**config.mk**
```make
export PLATFORM = sky130hd
export DESIGN_NAME = dcal_regfile
export DESIGN_NICKNAME = d
export VERILOG_FILES = /design/src/rtl/dcal_pkg.sv /design/src/rtl/dcal_cmd_decode.sv /design/src/rtl/dcal_clr_sync.sv /design/src/rtl/dcal_chan.sv /design/src/rtl/dcal_regfile.sv
export SDC_FILE = /design/constraint.sdc
export NUM_CORES = 1
export LEC_CHECK = 0
export ABC_AREA = 1
export BUFFER_PORTS_ARGS = -buffer_cell sky130_fd_sc_hd__clkbuf_2
export CAP_MARGIN = 20
export CORE_ASPECT_RATIO = 0.6
export CORE_MARGIN = 2
export CORE_UTILIZATION = 52
export DETAILED_ROUTE_END_ITERATION = 10
export PLACE_DENSITY = 0.8
export SETUP_SLACK_MARGIN = 0.05
export SYNTH_ARGS = -nofsm -noshare
export SYNTH_HDL_FRONTEND = slang
export SYNTH_HIERARCHICAL = 1
export SYNTH_SLANG_ARGS = --single-unit
```
**constraint.sdc**
```tcl
create_clock -name clk -period 1.54 [get_ports clk]
set_clock_uncertainty 0.2 [all_clocks]
set_input_delay 0.308 -clock clk [delete_from_list [all_inputs] [get_ports clk]]
set_output_delay 0.308 -clock clk [all_outputs]
set_load 0.02 [all_outputs]
```
**src/rtl/dcal_pkg.sv**
```systemverilog
package dcal_pkg;
  localparam int DEVW = 2;
  localparam int SELW = 3;

  typedef enum logic [SELW-1:0] {
    SEL_DATA     = 3'b000,
    SEL_RSVD     = 3'b001,
    SEL_GAIN     = 3'b010,
    SEL_GAIN_ALL = 3'b011,
    SEL_OFS      = 3'b100,
    SEL_OFS_ALL  = 3'b101,
    SEL_CLR      = 3'b110,
    SEL_CTRL     = 3'b111
  } regsel_e;

  typedef struct packed {
    logic            rd;
    logic [DEVW-1:0] dev;
    regsel_e         sel;
  } cmd_hdr_t;
endpackage

```
**src/rtl/dcal_cmd_decode.sv**
```systemverilog
module dcal_cmd_decode
  import dcal_pkg::*;
#(
  parameter int DW  = 16,
  parameter int NCH = 4,
  parameter int CAW = 2,
  localparam int CW = 1 + DEVW + SELW + CAW + DW
) (
  input  logic            clk,
  input  logic            rst_n,
  input  logic            cmd_valid,
  input  logic [CW-1:0]   cmd_word,
  input  logic [DEVW-1:0] dev_strap,
  output logic [NCH-1:0]  wr_gain,
  output logic [NCH-1:0]  wr_ofs,
  output logic [NCH-1:0]  wr_clr,
  output logic [NCH-1:0]  wr_data,
  output logic            wr_mask,
  output logic            undef,
  output logic [DW-1:0]   wdata
);
  localparam int HW = 1 + DEVW + SELW;

  cmd_hdr_t       hdr;
  logic [CAW-1:0] ch;
  logic           accept;
  logic [NCH-1:0] one;

  function automatic logic [NCH-1:0] ch_onehot(input logic [CAW-1:0] c);
    logic [NCH-1:0] m;
    for (int i = 0; i < NCH; i++) m[i] = (c == CAW'(i));
    return m;
  endfunction

  always_comb begin
    hdr    = cmd_hdr_t'(cmd_word[CW-1 -: HW]);
    ch     = cmd_word[DW +: CAW];
    wdata  = cmd_word[DW-1:0];
    accept = cmd_valid && !hdr.rd && (hdr.dev == dev_strap);
    one    = ch_onehot(ch);
    wr_gain = '0;
    wr_ofs  = '0;
    wr_clr  = '0;
    wr_data = '0;
    wr_mask = 1'b0;
    undef   = 1'b0;
    if (accept) begin
      case (hdr.sel)
        SEL_DATA:     wr_data = one;
        SEL_GAIN:     wr_gain = one;
        SEL_GAIN_ALL: wr_gain = '1;
        SEL_OFS:      wr_ofs  = one;
        SEL_OFS_ALL:  wr_ofs  = '1;
        SEL_CLR:      wr_clr  = one;
        SEL_CTRL:     wr_mask = 1'b1;
        default:      undef   = 1'b1;
      endcase
    end
  end


  foreign_ignore_chk: assert property (@(posedge clk) disable iff (!rst_n)
    (cmd_valid && (cmd_word[CW-1] || cmd_word[CW-2 -: DEVW] != dev_strap)) |->
      (!undef && !wr_mask && wr_gain == '0 && wr_ofs == '0 && wr_clr == '0 && wr_data == '0));


  undef_quiet_chk: assert property (@(posedge clk) disable iff (!rst_n)
    undef |-> (!wr_mask && wr_gain == '0 && wr_ofs == '0 && wr_clr == '0 && wr_data == '0));


  single_onehot_chk: assert property (@(posedge clk) disable iff (!rst_n)
    $onehot0(wr_data) && $countones(wr_clr) <= 1);
endmodule

```
**src/rtl/dcal_clr_sync.sv**
```systemverilog
module dcal_clr_sync #(
  parameter int STAGES = 2
) (
  input  logic clk,
  input  logic rst_n,
  input  logic clr_in,
  output logic clr_rise
);
  logic [STAGES-1:0] sync_q;
  logic              last_q;

  always_ff @(posedge clk or negedge rst_n) begin
    if (!rst_n) begin
      sync_q <= '0;
      last_q <= 1'b0;
    end else begin
      sync_q <= {sync_q[STAGES-2:0], clr_in};
      last_q <= sync_q[STAGES-1];
    end
  end

  assign clr_rise = sync_q[STAGES-1] && !last_q;


  rise_once_chk: assert property (@(posedge clk) disable iff (!rst_n)
    clr_rise |=> !clr_rise);
endmodule

```
**src/rtl/dcal_chan.sv**
```systemverilog
module dcal_chan #(
  parameter int DW = 16
) (
  input  logic          clk,
  input  logic          rst_n,
  input  logic          wr_gain,
  input  logic          wr_ofs,
  input  logic          wr_clr,
  input  logic          wr_data,
  input  logic          clr_ld,
  input  logic          clr_en,
  input  logic [DW-1:0] wdata,
  output logic [DW-1:0] gain,
  output logic [DW-1:0] ofs,
  output logic [DW-1:0] ofs_adj,
  output logic [DW-1:0] clr_code,
  output logic [DW-1:0] data
);
  localparam logic [DW-1:0] GAIN_RST = '1;
  localparam logic [DW-1:0] OFS_MID  = {1'b1, {(DW-1){1'b0}}};

  function automatic logic [DW-1:0] ofs_to_signed(input logic [DW-1:0] code);
    return code - OFS_MID;
  endfunction

  logic clr_hit;
  assign clr_hit = clr_ld && clr_en;

  always_ff @(posedge clk or negedge rst_n) begin
    if (!rst_n) begin
      gain     <= GAIN_RST;
      ofs      <= OFS_MID;
      clr_code <= '0;
      data     <= '0;
    end else begin
      if (wr_gain) gain     <= wdata;
      if (wr_ofs)  ofs      <= wdata;
      if (wr_clr)  clr_code <= wdata;
      if (clr_hit)      data <= clr_code;
      else if (wr_data) data <= wdata;
    end
  end

  assign ofs_adj = ofs_to_signed(ofs);


  clr_load_chk: assert property (@(posedge clk) disable iff (!rst_n)
    clr_hit |=> data == $past(clr_code));


  clr_hold_chk: assert property (@(posedge clk) disable iff (!rst_n)
    (clr_ld && !clr_en && !wr_data) |=> $stable(data));


  gain_write_chk: assert property (@(posedge clk) disable iff (!rst_n)
    wr_gain |=> gain == $past(wdata));
endmodule

```
**src/rtl/dcal_regfile.sv**
```systemverilog
module dcal_regfile
  import dcal_pkg::*;
#(
  parameter int DW  = 16,
  parameter int NCH = 4,
  parameter int CAW = 2,
  parameter int SYNC_STAGES = 2,
  localparam int CW = 1 + DEVW + SELW + CAW + DW
) (
  input  logic              clk,
  input  logic              rst_n,
  input  logic              cmd_valid,
  input  logic [CW-1:0]     cmd_word,
  input  logic [DEVW-1:0]   dev_strap,
  input  logic              clr_in,
  output logic [NCH*DW-1:0] gain_o,
  output logic [NCH*DW-1:0] offset_o,
  output logic [NCH*DW-1:0] offset_adj_o,
  output logic [NCH*DW-1:0] clrcode_o,
  output logic [NCH*DW-1:0] data_o,
  output logic [NCH-1:0]    clr_en_o,
  output logic              err_o
);
  logic [NCH-1:0] wr_gain, wr_ofs, wr_clr, wr_data;
  logic           wr_mask, undef, clr_rise;
  logic [DW-1:0]  wdata;
  logic [NCH-1:0] mask_q;
  logic           err_q;

  dcal_cmd_decode #(.DW(DW), .NCH(NCH), .CAW(CAW)) u_dec (
    .clk(clk), .rst_n(rst_n), .cmd_valid(cmd_valid), .cmd_word(cmd_word),
    .dev_strap(dev_strap), .wr_gain(wr_gain), .wr_ofs(wr_ofs), .wr_clr(wr_clr),
    .wr_data(wr_data), .wr_mask(wr_mask), .undef(undef), .wdata(wdata)
  );

  dcal_clr_sync #(.STAGES(SYNC_STAGES)) u_sync (
    .clk(clk), .rst_n(rst_n), .clr_in(clr_in), .clr_rise(clr_rise)
  );

  always_ff @(posedge clk or negedge rst_n) begin
    if (!rst_n) begin
      mask_q <= '0;
      err_q  <= 1'b0;
    end else begin
      if (wr_mask) mask_q <= wdata[NCH-1:0];
      err_q <= undef;
    end
  end

  assign clr_en_o = mask_q;
  assign err_o    = err_q;

  for (genvar g = 0; g < NCH; g++) begin : g_ch
    dcal_chan #(.DW(DW)) u_chan (
      .clk(clk), .rst_n(rst_n),
      .wr_gain(wr_gain[g]), .wr_ofs(wr_ofs[g]), .wr_clr(wr_clr[g]),
      .wr_data(wr_data[g]), .clr_ld(clr_rise), .clr_en(mask_q[g]),
      .wdata(wdata),
      .gain(gain_o[g*DW +: DW]), .ofs(offset_o[g*DW +: DW]),
      .ofs_adj(offset_adj_o[g*DW +: DW]), .clr_code(clrcode_o[g*DW +: DW]),
      .data(data_o[g*DW +: DW])
    );


    bcast_gain_chk: assert property (@(posedge clk) disable iff (!rst_n)
      (&wr_gain) |=> gain_o[g*DW +: DW] == $past(wdata));


    bcast_ofs_chk: assert property (@(posedge clk) disable iff (!rst_n)
      (&wr_ofs) |=> offset_o[g*DW +: DW] == $past(wdata));
  end


  err_pulse_chk: assert property (@(posedge clk) disable iff (!rst_n)
    undef |=> err_o);


  mask_load_chk: assert property (@(posedge clk) disable iff (!rst_n)
    wr_mask |=> clr_en_o == $past(wdata[NCH-1:0]));
endmodule

```
==> key figures <==
Run status
  • Outcome: finished, violations left
  • Violated checks: negative setup slack

STA
  • Max-slew violation total from the final report: 0
  • Period minus WS final: 1.78 ns
  • Total negative slack: -32.03 ns
  • Final cycle utilization of the critical path: 116%
  • Total setup violations reported at the end of the flow: 369
  • Normalized max-slew margin: 61.6%
  • Achievable frequency: 0.561 GHz
  • Hold WS: 0.0571 ns
  • Final count of hold timing violations: 0
  • Transition at the pin with the smallest max-transition slack: 0.576 ns
  • Final Worst Setup Slack: -0.244 ns
  • Setup repair after global routing missed its margin: yes

Floorplan
  • Placeable Area: 23100 µm²
  • I/O pins: 355
  • Chip Width: 202 µm
  • Initial Util: 53.0%
  • Row count: 43
  • Die Outline Area: 24900 µm²
  • Die Span Y: 123 µm

GRT
  • Pin count of the biggest net entering global routing: 53
  • Aggregate global routing overflow: 0
  • Global-route wire length before repair: 64.1 mm
  • Vias in the first global route: 11100
  • Number of antenna violations at the first check in global routing: 0
  • Gr usage total: 33.7%

Critical path
  • Critical Path Fanout Max: 2
  • Critical path arrival: 1.28 ns
  • Buf+Inv Stages, Crit Path: 2
  • Worst Setup End Kind: output pin
  • Data required, critical path: 1.03 ns
  • Critical path class: reg2out
  • Launching element type of the critical path: flop
  • Worst path top cell family by delay: flip-flops
  • Critical path's largest stage delay: 0.56 ns
  • Crit-path cells: inv_2, buf_8
  • Critical-path top delay cell: sky130_fd_sc_hd__dfstp_2

Pwr
  • Cell leakage power: 9.81 nW
  • Total power per unit cell area: 1740 nW/µm²
  • Largest vdd supply drop: 1.22 mV

Finish
  • Commonest cells after routing, fill and taps aside: sky130_fd_sc_hd__nand2_1 (467), sky130_fd_sc_hd__o21ai_0 (198), sky130_fd_sc_hd__inv_1 (193)
  • Layout cell share with drive strength beyond 1: 39.2%
  • Number of inserted diodes: 0
  • Area growth from synthesis to final layout: 58.1%
  • Leading cell type in the layout, fill and taps excluded: sky130_fd_sc_hd__nand2_1
  • Filler instances: 1084
  • Net total in the final layout: 1958
  • Area of all placed cells without fillers: 19400 µm²

Synthesis
  • Sequential cell area fraction in the yosys report: 54.6%
  • Synth Instances: 1464
  • Syn Std Cell Area: 12300 µm²
  • Synth Warn #: 6
  • Syn_nets: 1494
  • Mean cell area of the mapped netlist: 8.37 µm²
  • Flops & latches, synth: 264
  • Cell variety after synth: 16

Placement
  • Placer congestion estimate: 0.884
  • Detailed placer's ending HPWL: 26.2 mm
  • Post-DP Area: 14200 µm²
  • Port Buffer Count: 354

Clock tree
  • Deepest level of the CTS H-tree: 1
  • Clock-pin slew of the registers on the worst-case setup and hold paths: 0.07 ns
  • Total clock sinks: 264
  • Later-pin clock latency in the skew report: 0.53 ns
  • TritonCTS clock tree: done
  • Total clock buffers created by CTS: 26
  • Cell at the root of the clock tree: sky130_fd_sc_hd__clkbuf_16
  • Clock tree buffer depth: 3

Flow run
  • Max-cap check violation count: 0

Routing
  • Detailed-routing iteration count for the pre-antenna-repair pass: 7
  • Total routed wirelength: 53.9 mm
  • Overall via count from detail_route: 13100
  • Wire length per cell after detailed routing: 23.8 µm
  • Average via count per standard cell: 5.79
  • Drt drc: 0
  • Count of antenna-violating nets left after detailed routing: 0
  • DRC marker count from the first detailed-route iteration: 1774

Hold path
  • Kind of path behind the tightest hold check: in2reg
==> worst reg2reg max path, delay by kind of cell (launching register included) <==
kind                   cells  cell delay, ns
DFF                        1            0.37
and+or+nand+nor            4            0.47
buffers and inverters      3            0.49
==> flip-flops by register name, summed over array words and instances (netlist names) <==
register              flops
err_o                     1
g_ch.u_chan/gain         64
g_ch.u_chan/clr_code     64
clr_en_o                  4
u_sync/sync_q             2
g_ch.u_chan/data         64
u_sync/last_q             1
g_ch.u_chan/ofs          64
==> Yosys cell counts <==
master	number	area share (%)
sky130_fd_sc_hd__nand2_2	1	0.051
sky130_fd_sc_hd__buf_6	28	2.6
sky130_fd_sc_hd__buf_4	89	5.5
sky130_fd_sc_hd__inv_1	200	6.1
sky130_fd_sc_hd__buf_2	25	1.0
sky130_fd_sc_hd__dfrtp_1	196	40
sky130_fd_sc_hd__nand3_1	130	5.3
sky130_fd_sc_hd__nor2_2	2	0.10
sky130_fd_sc_hd__nor2_1	26	0.80
sky130_fd_sc_hd__o21ai_0	198	8.1
sky130_fd_sc_hd__dfstp_2	68	15
sky130_fd_sc_hd__clkbuf_2	12	0.49
sky130_fd_sc_hd__nand2_1	476	15
sky130_fd_sc_hd__nand2_4	4	0.37
sky130_fd_sc_hd__nor3_4	2	0.27
sky130_fd_sc_hd__inv_2	7	0.21
==> cell type report <==
cell class | instances | area (µm²) | area share [%]
clock inverter | 8 | 131 | 0.678
inverter | 207 | 805 | 4.15
sequential | 264 | 6700 | 34.6
tap | 315 | 394 | 2.03
timing repair buffer | 585 | 6630 | 34.2
clock buffer | 40 | 795 | 4.10
multi-input combinational | 844 | 3930 | 20.3
==> worst paths after layout <==
path                                                          from                                       to  slack, ns  cells after the start
worst max-delay path            g_ch[1].u_chan/ofs[15]$_DFFE_PN1P_                         offset_adj_o[31]      -0.24                      2
max in group asynchronous                                    rst_n      g_ch[2].u_chan/gain[14]$_DFFE_PN1P_       0.39                      3
worst min register to register          u_sync/sync_q[0]$_DFF_PN0_               u_sync/sync_q[1]$_DFF_PN0_       0.20                      0
worst min-delay path                                  cmd_word[14]  g_ch[0].u_chan/clr_code[14]$_DFFE_PN0P_       0.06                      4
worst max register to register          u_sync/sync_q[1]$_DFF_PN0_       g_ch[1].u_chan/data[7]$_DFFE_PN0P_      -0.10                      7
min in group asynchronous                                    rst_n       g_ch[0].u_chan/data[9]$_DFFE_PN0P_       0.07                      2
==> where the power goes <==
group	switching [mW]	internal, mW
logic	7.37	7.73
clock network	2.85	4.07
registers	2.42	9.35
total	12.6	21.2
==> cells by family (layout without fill, tap and decap cells) <==
logic type             count (synthesis)  in the layout  synth area share (%)
buffers and inverters                361            840                  15.9
AOI/OAI and AO/OA                    198            198                  8.08
DFF                                  264            264                  54.6
and+or+nand+nor                      641            646                  21.5
==> per-layer routing <==
metal  GRT usage (%)  part of all wire [%]  vias to the layer above  routed length (µm)
li1                -                     -                     5353                   -
met1            45.8                    35                     6279               18700
met2            54.0                    46                     1189               24800
met3            7.64                    13                      292                7090
met4            12.1                   6.1                        0                3310
met5               0                     0                        -                   0
==> timing repair <==
item	in CTS	in global routing
resized for setup	338	624
gates cloned	0	9
endpoints found under the setup margin	350	516
pin swaps	0	31
hold buffers	13	0
buffers inserted	64	80
hold endpoints to repair	261	0
==> per-stage QoR <==
| stage | std cells | setup WS, ns | utilization [%] | power (mW) |
|---|---|---|---|---|
| after floorplan | 1464 | -0.0105 | - | 16.4 |
| after global placement | 2049 | -0.547 | 61.6 | 19.5 |
| after detailed placement | 2049 | -0.548 | 61.6 | 19.7 |
| after CTS | 2174 | -0.246 | 74.5 | 29.4 |
| after global routing | 2263 | -0.272 | 83.8 | 34.8 |
| final | 2263 | -0.244 | 83.8 | 33.8 |
(Power assumes the default switching activity.)
